[src/rtl/ijs_pkg.sv]
package ijs_pkg;
  parameter int NODE_W = 6;
  parameter int REQ_W  = 3;
  parameter int SEQ_W  = 3;
  parameter int DATA_W = 16;
  localparam int PKT_W  = NODE_W + REQ_W;

  typedef struct packed {
    logic              valid;
    logic [NODE_W-1:0] dest;
    logic [NODE_W-1:0] src;
    logic [REQ_W-1:0]  req;
    logic [SEQ_W-1:0]  seq;
    logic [DATA_W-1:0] data;
  } flit_t;

  localparam int FLIT_W = $bits(flit_t);
endpackage

[src/rtl/ijs_eject_pick.sv]
module ijs_eject_pick
  import ijs_pkg::*;
#(
  parameter int NUM_PORTS = 4
) (
  input  logic                  clk_i,
  input  logic                  rst_ni,
  input  logic [NODE_W-1:0]     node_id_i,
  input  logic [PKT_W-1:0]      golden_id_i,
  input  flit_t                 flits_i [NUM_PORTS],
  output logic [NUM_PORTS-1:0]  gnt_o
);
  logic [NUM_PORTS-1:0] local_v, gold_v;

  for (genvar p = 0; p < NUM_PORTS; p++) begin : g_cls
    assign local_v[p] = flits_i[p].valid && (flits_i[p].dest == node_id_i);
    assign gold_v[p]  = local_v[p] && ({flits_i[p].src, flits_i[p].req} == golden_id_i);
  end

  // golden class first, lowest slot within a class
  always_comb begin
    logic [NUM_PORTS-1:0] cand;
    logic                 found;
    cand  = (|gold_v) ? gold_v : local_v;
    gnt_o = '0;
    found = 1'b0;
    for (int p = 0; p < NUM_PORTS; p++) begin
      if (cand[p] && !found) begin
        gnt_o[p] = 1'b1;
        found    = 1'b1;
      end
    end
  end

  AST_EJECT_ONEHOT: assert property (@(posedge clk_i) disable iff (!rst_ni)
    $onehot0(gnt_o));
  AST_EJECT_WHEN_LOCAL: assert property (@(posedge clk_i) disable iff (!rst_ni)
    (|local_v) |-> (|gnt_o));
  AST_GOLDEN_FIRST: assert property (@(posedge clk_i) disable iff (!rst_ni)
    (|gold_v) |-> (|(gnt_o & gold_v)));
  AST_EJECT_ONLY_LOCAL: assert property (@(posedge clk_i) disable iff (!rst_ni)
    (gnt_o & ~local_v) == '0);
endmodule

[src/rtl/ijs_inject_pick.sv]
module ijs_inject_pick #(
  parameter int NUM_PORTS = 4
) (
  input  logic                  clk_i,
  input  logic                  rst_ni,
  input  logic [NUM_PORTS-1:0]  busy_i,
  input  logic [NUM_PORTS-1:0]  eject_gnt_i,
  input  logic                  fifo_empty_i,
  output logic [NUM_PORTS-1:0]  gnt_o,
  output logic                  pop_o
);
  logic [NUM_PORTS-1:0] free_v;
  assign free_v = ~busy_i | eject_gnt_i;

  always_comb begin
    logic found;
    gnt_o = '0;
    found = fifo_empty_i;
    for (int p = 0; p < NUM_PORTS; p++) begin
      if (free_v[p] && !found) begin
        gnt_o[p] = 1'b1;
        found    = 1'b1;
      end
    end
  end

  assign pop_o = |gnt_o;

  AST_INJECT_ONEHOT: assert property (@(posedge clk_i) disable iff (!rst_ni)
    $onehot0(gnt_o));
  AST_POP_NEEDS_DATA: assert property (@(posedge clk_i) disable iff (!rst_ni)
    pop_o |-> !fifo_empty_i);
  AST_NO_DISPLACE: assert property (@(posedge clk_i) disable iff (!rst_ni)
    (gnt_o & busy_i & ~eject_gnt_i) == '0);
endmodule

[src/rtl/ijs_top.sv]
module ijs_top
  import ijs_pkg::*;
#(
  parameter int NUM_PORTS = 4
) (
  input  logic                        clk_i,
  input  logic                        rst_ni,
  input  logic [NODE_W-1:0]           node_id_i,
  input  logic [PKT_W-1:0]            golden_id_i,
  input  logic [NUM_PORTS*FLIT_W-1:0] in_flits_i,
  input  logic                        fifo_empty_i,
  input  logic [FLIT_W-2:0]           fifo_data_i,
  output logic                        fifo_pop_o,
  output logic                        eject_valid_o,
  output logic [FLIT_W-1:0]           eject_flit_o,
  output logic [NUM_PORTS*FLIT_W-1:0] out_flits_o
);
  flit_t                in_f  [NUM_PORTS];
  flit_t                nxt_f [NUM_PORTS];
  flit_t                out_q [NUM_PORTS];
  flit_t                ej_d, ej_q;
  logic [NUM_PORTS-1:0] busy, ej_gnt, inj_gnt, out_valid;
  logic                 ej_any;

  for (genvar p = 0; p < NUM_PORTS; p++) begin : g_unpack
    assign in_f[p]                       = flit_t'(in_flits_i[p*FLIT_W +: FLIT_W]);
    assign busy[p]                       = in_f[p].valid;
    assign out_flits_o[p*FLIT_W +: FLIT_W] = out_q[p];
    assign out_valid[p]                  = out_q[p].valid;
  end

  ijs_eject_pick #(.NUM_PORTS(NUM_PORTS)) u_eject (
    .clk_i       (clk_i),
    .rst_ni      (rst_ni),
    .node_id_i   (node_id_i),
    .golden_id_i (golden_id_i),
    .flits_i     (in_f),
    .gnt_o       (ej_gnt)
  );

  ijs_inject_pick #(.NUM_PORTS(NUM_PORTS)) u_inject (
    .clk_i        (clk_i),
    .rst_ni       (rst_ni),
    .busy_i       (busy),
    .eject_gnt_i  (ej_gnt),
    .fifo_empty_i (fifo_empty_i),
    .gnt_o        (inj_gnt),
    .pop_o        (fifo_pop_o)
  );

  assign ej_any = |ej_gnt;

  always_comb begin
    ej_d = '0;
    for (int p = 0; p < NUM_PORTS; p++) begin
      if (ej_gnt[p]) ej_d = ej_d | in_f[p];
      if (inj_gnt[p])
        nxt_f[p] = flit_t'({1'b1, fifo_data_i});
      else if (busy[p] && !ej_gnt[p])
        nxt_f[p] = in_f[p];
      else
        nxt_f[p] = '0;
    end
  end

  always_ff @(posedge clk_i or negedge rst_ni) begin
    if (!rst_ni) begin
      for (int p = 0; p < NUM_PORTS; p++) out_q[p] <= '0;
      ej_q          <= '0;
      eject_valid_o <= 1'b0;
    end else begin
      for (int p = 0; p < NUM_PORTS; p++) out_q[p] <= nxt_f[p];
      ej_q          <= ej_d;
      eject_valid_o <= ej_any;
    end
  end

  assign eject_flit_o = ej_q;

  AST_FLIT_CONSERVE: assert property (@(posedge clk_i) disable iff (!rst_ni)
    $past(rst_ni) |-> ($countones(out_valid) ==
      $countones($past(busy)) - $countones($past(ej_gnt)) + $countones($past(inj_gnt))));
  AST_EJECT_VALID_BIT: assert property (@(posedge clk_i) disable iff (!rst_ni)
    eject_valid_o |-> ej_q.valid);
endmodule

[config.mk]
export PLATFORM = sky130hd
export DESIGN_NAME = ijs_top
export DESIGN_NICKNAME = d
export VERILOG_FILES = /design/src/rtl/ijs_pkg.sv /design/src/rtl/ijs_eject_pick.sv /design/src/rtl/ijs_inject_pick.sv /design/src/rtl/ijs_top.sv
export SDC_FILE = /design/constraint.sdc
export NUM_CORES = 1
export LEC_CHECK = 0
export BUFFER_PORTS_ARGS = -buffer_cell sky130_fd_sc_hd__buf_2
export CAP_MARGIN = 20
export CORE_MARGIN = 10
export CORE_UTILIZATION = 49
export CTS_BUF_LIST = sky130_fd_sc_hd__clkbuf_4 sky130_fd_sc_hd__clkbuf_8
export DETAILED_ROUTE_END_ITERATION = 16
export PLACE_DENSITY = 0.9
export SLEW_MARGIN = 10
export SYNTH_ARGS = -nofsm -noshare
export SYNTH_HDL_FRONTEND = slang
export SYNTH_SLANG_ARGS = --single-unit
[constraint.sdc]
create_clock -name clk_i -period 2.4 [get_ports clk_i]
set_clock_uncertainty 0.1 [all_clocks]
set_input_delay 0.12 -clock clk_i [delete_from_list [all_inputs] [get_ports clk_i]]
set_output_delay 0.12 -clock clk_i [all_outputs]
set_load 0.02 [all_outputs]
==> results of run 1 <==
timing repair:
| action | in CTS | in global routing |
|---|---|---|
| pin swaps | 4 | 8 |
| buffers inserted | 2 | 4 |
| hold endpoints to repair | 237 | 0 |
| gates resized for setup | 3 | 25 |
| hold buffers | 186 | 0 |
| cloned | 0 | 2 |
| setup endpoints to repair | 1 | 15 |
routing by layer:
metal | track usage | up-vias
met5 | 0 | -
met4 | 0.250 | 2
met3 | 0.111 | 317
met2 | 0.616 | 1090
met1 | 0.390 | 4459
li1 | - | 3704
power groups by stage:
| stage | Clock, mW | Combinational (mW) | Sequential, mW |
|---|---|---|---|
| 2_1_floorplan | 0 | 0.403 | 3.47 |
| 3_3_place_gp | 0 | 1.30 | 3.24 |
| 3_5_place_dp | 0 | 1.33 | 3.24 |
| 4_1_cts | 2.29 | 1.57 | 3.19 |
| 5_1_grt | 2.47 | 1.77 | 3.21 |
| 6_report | 2.33 | 1.71 | 3.21 |
state kept, by name (all words and copies together) (netlist names):
signal / count
eject_flit_o: 35
out_flits_o: 140
eject_valid_o: 1
cell families after synthesis:
| kind of cell | count (synthesis) | synth area share |
|---|---|---|
| flops | 176 | 0.548 |
| xor+xnor | 60 | 0.0654 |
| compound gates | 222 | 0.240 |
| buf+inv | 90 | 0.0551 |
| simple gates | 142 | 0.0908 |
cell type report:
cell class,count,area (um2)
Antenna cell,3,7.51
Multi-Input combinational cell,424,3360
Fill cell,816,2970
Timing Repair Buffer,616,4410
Clock buffer,18,248
Clock inverter,14,196
Sequential cell,176,4400
Inverter,35,131
Tap cell,216,270
layout by cell type (no fill, tap or decap), types with 3 or more instances in the layout:
| master | n |
|---|---|
| a22o_1 | 68 |
| a22oi_1 | 66 |
| a22oi_2 | 3 |
| buf_12 | 15 |
| buf_2 | 366 |
| buf_4 | 45 |
| buf_6 | 3 |
| bufinv_16 | 3 |
| clkbuf_8 | 18 |
| dfrtp_1 | 176 |
| diode_2 | 3 |
| dlygate4sd3_1 | 184 |
| inv_1 | 35 |
| inv_6 | 4 |
| inv_8 | 3 |
| nand2_1 | 72 |
| nand2b_1 | 4 |
| nand3_1 | 36 |
| nand4_1 | 8 |
| nor3_2 | 3 |
| nor4_4 | 4 |
| o31ai_1 | 39 |
| o31ai_2 | 29 |
| xnor2_1 | 30 |
| xnor2_2 | 7 |
| xor2_1 | 23 |
per-stage QoR:
step | std cells | power, mW | utilization | setup WS [ns] | instance area, um2
floorplan | 690 | 3.87 | - | 0.0507 | 8030
CTS | 1495 | 7.05 | 0.801 | 0.000537 | 12800
global route | 1502 | 7.46 | 0.814 | -0.0493 | 13000
global placement | 1276 | 4.54 | 0.656 | -0.217 | 10500
finish | 1502 | 7.24 | 0.814 | 0.0218 | 13000
detailed placement | 1276 | 4.58 | 0.656 | -0.268 | 10500
worst max-delay path: stages:
cell and delay, ns:
buf_2 0.16, xor2_1 0.18, nor3_2 0.27, nand4_1 0.15, buf_4 0.18, or2_2 0.33, o2111a_2 0.21, buf_12 0.19
a22oi_1 0.19, dlygate4sd3_1 0.58, nand2_1 0.07
worst paths after layout:
check / from / to / slack, ns
worst max-delay path: golden_id_i[2] / eject_flit_o[25] / 0.02
worst min-delay path: rst_ni / out_flits_o[31] / 0.08
max in group asynchronous: rst_ni / out_flits_o[111] / 1.33
min in group clk_i: in_flits_i[69] / out_flits_o[104] / 0.13
==> results.txt, run 1 <==
Post-synth EDFFs - 0
io pins - 369
minimum clock period - 2.38 ns
Sequential Power Share - 0.443
initial antenna violation count - 4
worst hold slack - 0.0777 ns
HP Class - primary input to async pin
clock tree buffer depth - 2
setup TNS - 0 ns
CTS tree - yes
Required @ worst endpoint - 2.66 ns
Port Buffers - 368
drt first pass iters - 6
detailed-route via count - 9,572
Mapped Nets - 882
Final ANT Viol Nets - 0
Slew @ Worst Pin - 0.581 ns
mean area per synthesized cell - 11.6 um2
total track usage - 0.367
Clock power frac - 0.321
Ys Warns - 0
Initial Utilization - 0.502
core box area - 0.0160 mm2
Area Growth Syn to Fin - 62.2%
Logic pwr share - 0.236
met2 WL - 20.2 mm
Pleak - 6.63 nW
count of cell types in the netlist - 43
critical path class - primary input to flip-flop
Post-synth top cells - dfrtp_1, nand2_1, a22o_1, a22oi_1, o31ai_1
root cell of the clock tree - clkbuf_8
critical-path maximum fanout - 19
Die X - 148 um
most frequent cell after synthesis - dfrtp_1
max layer used - met5
Wirelength per Cell - 28.5 um
Via-to-Cell Ratio - 6.37
Iter 0 DRT Violations - 1,102
hpwl dp - 25.2 mm
Switch Pwr - 2.30 mW
vias in the first global route - 10,100
# nets final - 1,462
Max-Slew Margin vs Limit - 0.613
Die H - 148 um
Worst EP arrival - 2.64 ns
Num CTS Buffers - 17
achievable clock frequency - 0.420 GHz
Pint - 4.94 mW
full die area - 0.0219 mm2
area leader, netlist - dfrtp_1
Clk pin slew, worst setup/hold paths - 0.11 ns
gp weighted congestion - 0.939
WL final - 42.8 mm
CTS H-tree lvls - 4
Sink Count - 176
total power per unit cell area - 556 mW/mm2
# DRC - 0
Main synth FF type - dfrtp_1
Hold Vio Cnt, Final - 0
largest net degree at the start of global routing - 66
outcome - completed
fin. max-slew vios - 0
Max IR drop VDD - 0.364 mV
switch share - 0.318
layout cells sized above 1 - 0.413
met3 wire length - 5.28 mm
Final Setup Violations - 0
synthesized instance count - 690
sequential share of the synthesized area - 0.548
GRT overflow - 0
top cell type's share of synthesized area - 0.548
#FFs+latches synth - 176
max-cap check violation count - 0
M1 WL - 13.6 mm
Synth area leaders - dfrtp_1, a22o_1, a22oi_1, o31ai_2, xnor2_1
cell area after synthesis - 0.00803 mm2
Site Rows - 46
first-pass GRT wire length - 61.8 mm
period utilization - 0.991
critical path endpoint category - flip-flop
Worst setup SP type - primary input
ys async rst share - 1.00
(Power assumes the default switching activity.)
==> inputs of run 2 (changes only) <==
Settings changed: ABC_AREA set to 1, CORE_UTILIZATION 49 to 50, RECOVER_POWER set to 100.
==> results.txt, run 2 <==
GRT overflow - 0 (unchanged)
Max IR drop VDD - 0.467 mV (+28%)
Num CTS Buffers - 17 (unchanged)
Mapped Nets - 1,215 (+38%)
Final Setup Violations - 0 (unchanged)
Site Rows - 47 (+2.2%)
achievable clock frequency - 0.418 GHz (-0.70%)
total power per unit cell area - 548 mW/mm2 (-1.5%)
cell area after synthesis - 0.00861 mm2 (+7.2%)
count of cell types in the netlist - 35 (-19%)
io pins - 369 (unchanged)
Hold Vio Cnt, Final - 0 (unchanged)
Sink Count - 176 (unchanged)
critical path class - primary input to flip-flop
drt first pass iters - 8 (+2)
HP Class - primary input to flip-flop
placed insts - 1,610 (+26%)
Die H - 151 um (+2.2%)
unrepaired setup endpoints after global routing - true
max-cap check violation count - 1 (+1)
WL final - 48.4 mm (+13%)
Finished Layout Cells - 1,858 (+24%)
gp weighted congestion - 1.01 (+7.3%)
critical path endpoint category - flip-flop
Post-synth EDFFs - 0 (unchanged)
Post-synth top cells - nand2_1, dfrtp_1, nand3_1
most frequent cells in the layout - nand2_1, dlygate4sd3_1, buf_2
layout cells sized above 1 - 0.220 (-0.193)
commonest non-fill, non-tap cell in the layout - nand2_1
CTS H-tree lvls - 4 (unchanged)
#FFs+latches synth - 176 (unchanged)
failing checks - capacitance limit, slew limit
Port Buffers - 368 (unchanged)
first-pass GRT wire length - 70.2 mm (+14%)
Main synth FF type - dfrtp_1
Wirelength per Cell - 26.0 um (-8.6%)
Synth area leaders - dfrtp_1, nand2_1, nand3_1, inv_1, o22ai_2
mean area per synthesized cell - 8.42 um2 (-28%)
Initial Utilization - 0.514 (+0.0117)
setup TNS - 0 ns (unchanged)
period utilization - 0.998 (+0.00700)
synthesized instance count - 1,023 (+48%)
Required @ worst endpoint - 2.70 ns (+0.04 ns)
root cell of the clock tree - clkbuf_8
total track usage - 0.407 (+0.0397)
CTS tree - yes
full die area - 0.0229 mm2 (+4.4%)
Via-to-Cell Ratio - 6.19 (-2.8%)
Largest register FFs - 140 (unchanged)
# nets final - 1,813 (+24%)
minimum clock period - 2.39 ns (+0.0168 ns)
top cell type's share of synthesized area - 0.511 (-0.0368)
area leader, netlist - dfrtp_1
largest net degree at the start of global routing - 59 (-11%)
critical-path maximum fanout - 14 (-5)
sequential share of the synthesized area - 0.511 (-0.0368)
Area Growth Syn to Fin - 56.0%
most frequent cell after synthesis - nand2_1
Iter 0 DRT Violations - 1,501 (+36%)
outcome - finished, violations left
Die X - 151 um (+2.2%)
detailed-route via count - 11,500 (+20%)
ys async rst share - 1.00 (unchanged)
fin. max-slew vios - 58 (+58)
Worst setup SP type - primary input
Clk pin slew, worst setup/hold paths - 0.10 ns (about the same)
core box area - 0.0168 mm2 (+4.7%)
initial antenna violation count - 5 (+1)
Slew @ Worst Pin - 1.55 ns (+0.967 ns)
Final ANT Viol Nets - 0 (unchanged)
Worst EP arrival - 2.69 ns (+0.05 ns)
vias in the first global route - 12,300 (+21%)
# DRC - 0 (unchanged)
clock tree buffer depth - 2 (unchanged)
Max-Slew Margin vs Limit - -0.0323 (-0.645)
Ys Warns - 0 (unchanged)
Pleak - 6.93 nW (+4.6%)
hpwl dp - 28.0 mm (+11%)
[run 2: changes by cell type in the layout (fill, tap and decap cells not counted), sizes merged, moves of 32 or more]
cell / before / now
inv: 42 / 138
o22ai: 0 / 76
nor2: 2 / 52
buf: 430 / 237
o31ai: 68 / 0
nand3: 37 / 130
clkbuf: 20 / 203
nand2: 72 / 256
o21ai: 2 / 76
a22oi: 69 / 0
a22o: 68 / 0
a21oi: 2 / 34
[run 2: worst max-delay path, stage by stage]
cell	delay [ns]
buf_2	0.15
xnor2_1	0.31
nand3_1	0.13
nor2_1	0.17
nand3_2	0.10
nand2_2	0.10
nor2_4	0.05
o21ai_4	0.21
nand2_4	0.12
buf_6	0.19
o21ai_0	0.27
a21oi_1	0.08
dlygate4sd3_1	0.59
nand2_1	0.08
[run 2: cell type report]
| class | instances | area, um2 |
|---|---|---|
| Fill cell | 1078 | 3330 |
| Antenna cell | 4 | 10.0 |
| Clock buffer | 19 | 255 |
| Tap cell | 220 | 275 |
| Sequential cell | 176 | 4400 |
| Multi-Input combinational cell | 663 | 3560 |
| Inverter | 133 | 499 |
| Clock inverter | 13 | 198 |
| Timing Repair Buffer | 630 | 4230 |
[run 2: worst paths after layout]
check                                    to  slack, ns            from  depth (start not counted)
setup / recovery            eject_flit_o[2]      0.005  golden_id_i[3]                         14
hold / removal             eject_flit_o[21]       0.05  in_flits_i[56]                          5
max in group asynchronous  eject_flit_o[22]       0.33          rst_ni                          3
min in group asynchronous  out_flits_o[136]       0.48          rst_ni                          2
[run 2: stage by stage]
| stage | hold WS, ns | instance area, um2 | total power, mW | util | worst slack [ns] |
|---|---|---|---|---|---|
| after global placement | 0.0265 | 10900 | 4.65 | 0.653 | 0.0821 |
| after CTS | 0.00220 | 13500 | 7.20 | 0.806 | 0.0422 |
| final | 0.0519 | 13400 | 7.36 | 0.801 | 0.00504 |
| after detailed placement | 0.0351 | 10900 | 4.68 | 0.653 | 0.0279 |
| after floorplan | -0.276 | 8610 | 3.95 | - | 0.283 |
| after global routing | 0.0891 | 13400 | 7.55 | 0.801 | -0.0810 |
[run 2: report_power, final]
part	leakage [nW]	total (mW)	internal (mW)	switching [mW]
clock network	0.222	2.35	1.12	1.24
registers	2.27	3.22	3.14	0.0818
logic	4.44	1.78	0.652	1.13
total	6.93	7.36	4.91	2.45
[run 2: cells by family (layout without fill, tap and decap cells)]
family,count (synthesis),in the layout,share of synthesized area
xor+xnor,22,22,0.0224
compound gates,189,189,0.145
flops,176,176,0.511
other cells,0,4,0
buf+inv,184,795,0.0897
simple gates,452,452,0.231
[run 2: timing repair]
action,in CTS,in global routing
hold buffers,211,0
buffers inserted,0,3
endpoints found under the setup margin,0,32
resized for setup,0,42
hold endpoints to repair,330,0
[run 2: metal layers]
| layer | global-route usage | vias to the layer above | part of all wire |
|---|---|---|---|
| li1 | - | 4549 | - |
| met2 | 0.630 | 1367 | 0.45 |
| met1 | 0.418 | 5149 | 0.30 |
| met5 | 0 | - | 0.00019 |
| met4 | 0.337 | 2 | 0.092 |
| met3 | 0.181 | 439 | 0.16 |
==> inputs of run 3 (changes only) <==
Settings changed: CORE_UTILIZATION 50 to 45, PLACE_DENSITY 0.9 to 0.86.
Clock period 2.4 ns to 2 ns, I/O delays scaled along.
==> results.txt, run 3 (synthesis results as in run 2) <==
detailed-route via count - 11,400 (-1.2%)
Die X - 158 um (+4.7%)
grt met3 use - 0.117 (-0.0637)
Finished Layout Cells - 1,943 (+4.6%)
CTS H-tree lvls - 4 (unchanged)
# nets final - 1,883 (+3.9%)
Sequential Power Share - 0.438 (about the same)
max-cap check violation count - 0 (-1)
Initial Utilization - 0.459 (-0.0550)
Via-to-Cell Ratio - 5.85 (-5.5%)
Pleak - 7.40 nW (+6.8%)
total power per unit cell area - 618 mW/mm2 (+13%)
core box area - 0.0188 mm2 (+12%)
critical path endpoint category - output pin
outcome - finished, violations left
Clk pin slew, worst setup/hold paths - 0.11 ns (about the same)
placed insts - 1,705 (+5.9%)
switch share - 0.345 (+0.0124)
io pins - 369 (unchanged)
Wirelength per Cell - 24.1 um (-7.3%)
Die H - 158 um (+4.7%)
most frequent cells in the layout - nand2_1, dlygate4sd3_1, dfrtp_1, clkbuf_1, buf_2
failing checks - setup timing
Site Rows - 50 (+6.4%)
Worst Min Path Start - in_flits_i[34]
critical-path maximum fanout - 5 (-9)
Final Setup Violations - 2 (+2)
Num CTS Buffers - 17 (unchanged)
Required @ worst endpoint - 1.80 ns (-0.90 ns)
Area Growth Syn to Fin - 65.6%
Final ANT Viol Nets - 0 (unchanged)
grt peak-use layer - met2
period utilization - 1.03
drt first pass iters - 6 (-2)
fin util - 0.760 (-0.0419)
largest net degree at the start of global routing - 51 (-14%)
fin. max-slew vios - 0 (-100%)
unrepaired setup endpoints after global routing - true
initial antenna violation count - 5 (unchanged)
M2 GR Usage - 0.576 (-0.0539)
commonest non-fill, non-tap cell in the layout - nand2_1
total power - 8.81 mW (+20%)
Slew @ Worst Pin - 1.31 ns (-0.235 ns)
first-pass GRT wire length - 67.6 mm (-3.7%)
Worst Setup Slack, final - -0.0556 ns (-0.0606 ns)
Sink Count - 176 (unchanged)
routing usage on met1 - 0.378 (-0.0397)
Hold Path End - out_flits_o[14]
minimum clock period - 2.06 ns
Place WS - -0.306 ns (-0.334 ns)
Max IR drop VDD - 0.372 mV (-20%)
critical path class - primary input to output pin
Pint - 5.77 mW (+18%)
gp weighted congestion - 0.959 (-4.9%)
achievable clock frequency - 0.486 GHz
WL final - 46.9 mm (-3.1%)
Largest register FFs - 140 (unchanged)
Switch Pwr - 3.04 mW (+24%)
Clock power frac - 0.301 (-0.019)
Max-Slew Margin vs Limit - 0.124 (+0.157)
hpwl dp - 28.3 mm (+1.4%)
layout cells sized above 1 - 0.286 (+0.0667)
WHS Path Cells - 4 (-1)
worst hold slack - 0.122 ns (+0.0700 ns)
CTS tree - yes
HP Class - primary input to flip-flop
Hold Vio Cnt, Final - 0 (unchanged)
Port Buffers - 368 (unchanged)
Worst EP arrival - 1.86 ns (-0.83 ns)
GRT overflow - 0 (unchanged)
Worst setup SP type - primary input
Logic pwr share - 0.262 (+0.020)
total track usage - 0.354 (-0.0533)
root cell of the clock tree - clkbuf_8
full die area - 0.0251 mm2 (+9.6%)
Iter 0 DRT Violations - 1,352 (-9.9%)
# DRC - 0 (unchanged)
vias in the first global route - 12,100 (-1.7%)
clock tree buffer depth - 2 (unchanged)
## run 3: worst max path at each step
stage                    from                to  slack (ns)  cells after the start
5_1_grt        golden_id_i[3]        fifo_pop_o       -0.16                     18
3_3_place_gp   golden_id_i[0]   out_flits_o[99]       -0.28                     15
3_5_place_dp     node_id_i[4]  out_flits_o[114]       -0.31                     19
4_1_cts        golden_id_i[1]        fifo_pop_o       -0.09                     16
6_report       golden_id_i[3]        fifo_pop_o       -0.06                     17
2_1_floorplan  golden_id_i[4]        fifo_pop_o       -0.01                     16
## run 3: stage by stage
step	instance area, um2	TNS [ns]
2_1_floorplan	8620	-0.00966
6_report	14300	-0.0752
4_1_cts	14200	-0.0893
5_1_grt	14300	-3.44
3_3_place_gp	11800	-31.67
3_5_place_dp	11800	-35.96
## run 3: cell type report
cell class,instances,area (um2)
Antenna cell,5,12.5
Multi-Input combinational cell,663,3710
Fill cell,1250,4510
Clock inverter,15,191
Timing Repair Buffer,700,4910
Sequential cell,176,4400
Tap cell,234,293
Clock buffer,17,234
Inverter,133,502
## run 3: critical path, cell delays in order
cell	delay (ns)
buf_4	0.15
xnor2_2	0.14
buf_4	0.14
nand3_1	0.07
nor2_1	0.05
nand3_1	0.08
nand2_2	0.07
nor2_4	0.19
nand2_1	0.09
nand2_2	0.14
inv_2	0.06
nand3_4	0.07
nand2_4	0.06
nor2_4	0.12
nand2_2	0.09
nand3_4	0.08
buf_6	0.12
## run 3: what timing repair did
item	CTS	global route
hold buffers	182	0
endpoints found under the setup margin	1	97
pin swaps	20	33
endpoints found under the hold margin	349	0
resized for setup	31	69
buffers inserted	15	5
## run 3: layer usage
metal / vias up / part of all wire
li1: 4682 / -
met3: 353 / 0.13
met5: - / 0.00015
met4: 2 / 0.075
met1: 5230 / 0.33
met2: 1105 / 0.47
## run 3: power groups by stage
stage | Sequential [mW] | Combinational [mW] | Clock, mW
4_1_cts | 3.83 | 2.19 | 2.65
2_1_floorplan | 4.18 | 0.569 | 0
3_3_place_gp | 3.89 | 1.84 | 0
3_5_place_dp | 3.90 | 1.87 | 0
5_1_grt | 3.87 | 2.42 | 2.82
6_report | 3.86 | 2.31 | 2.65
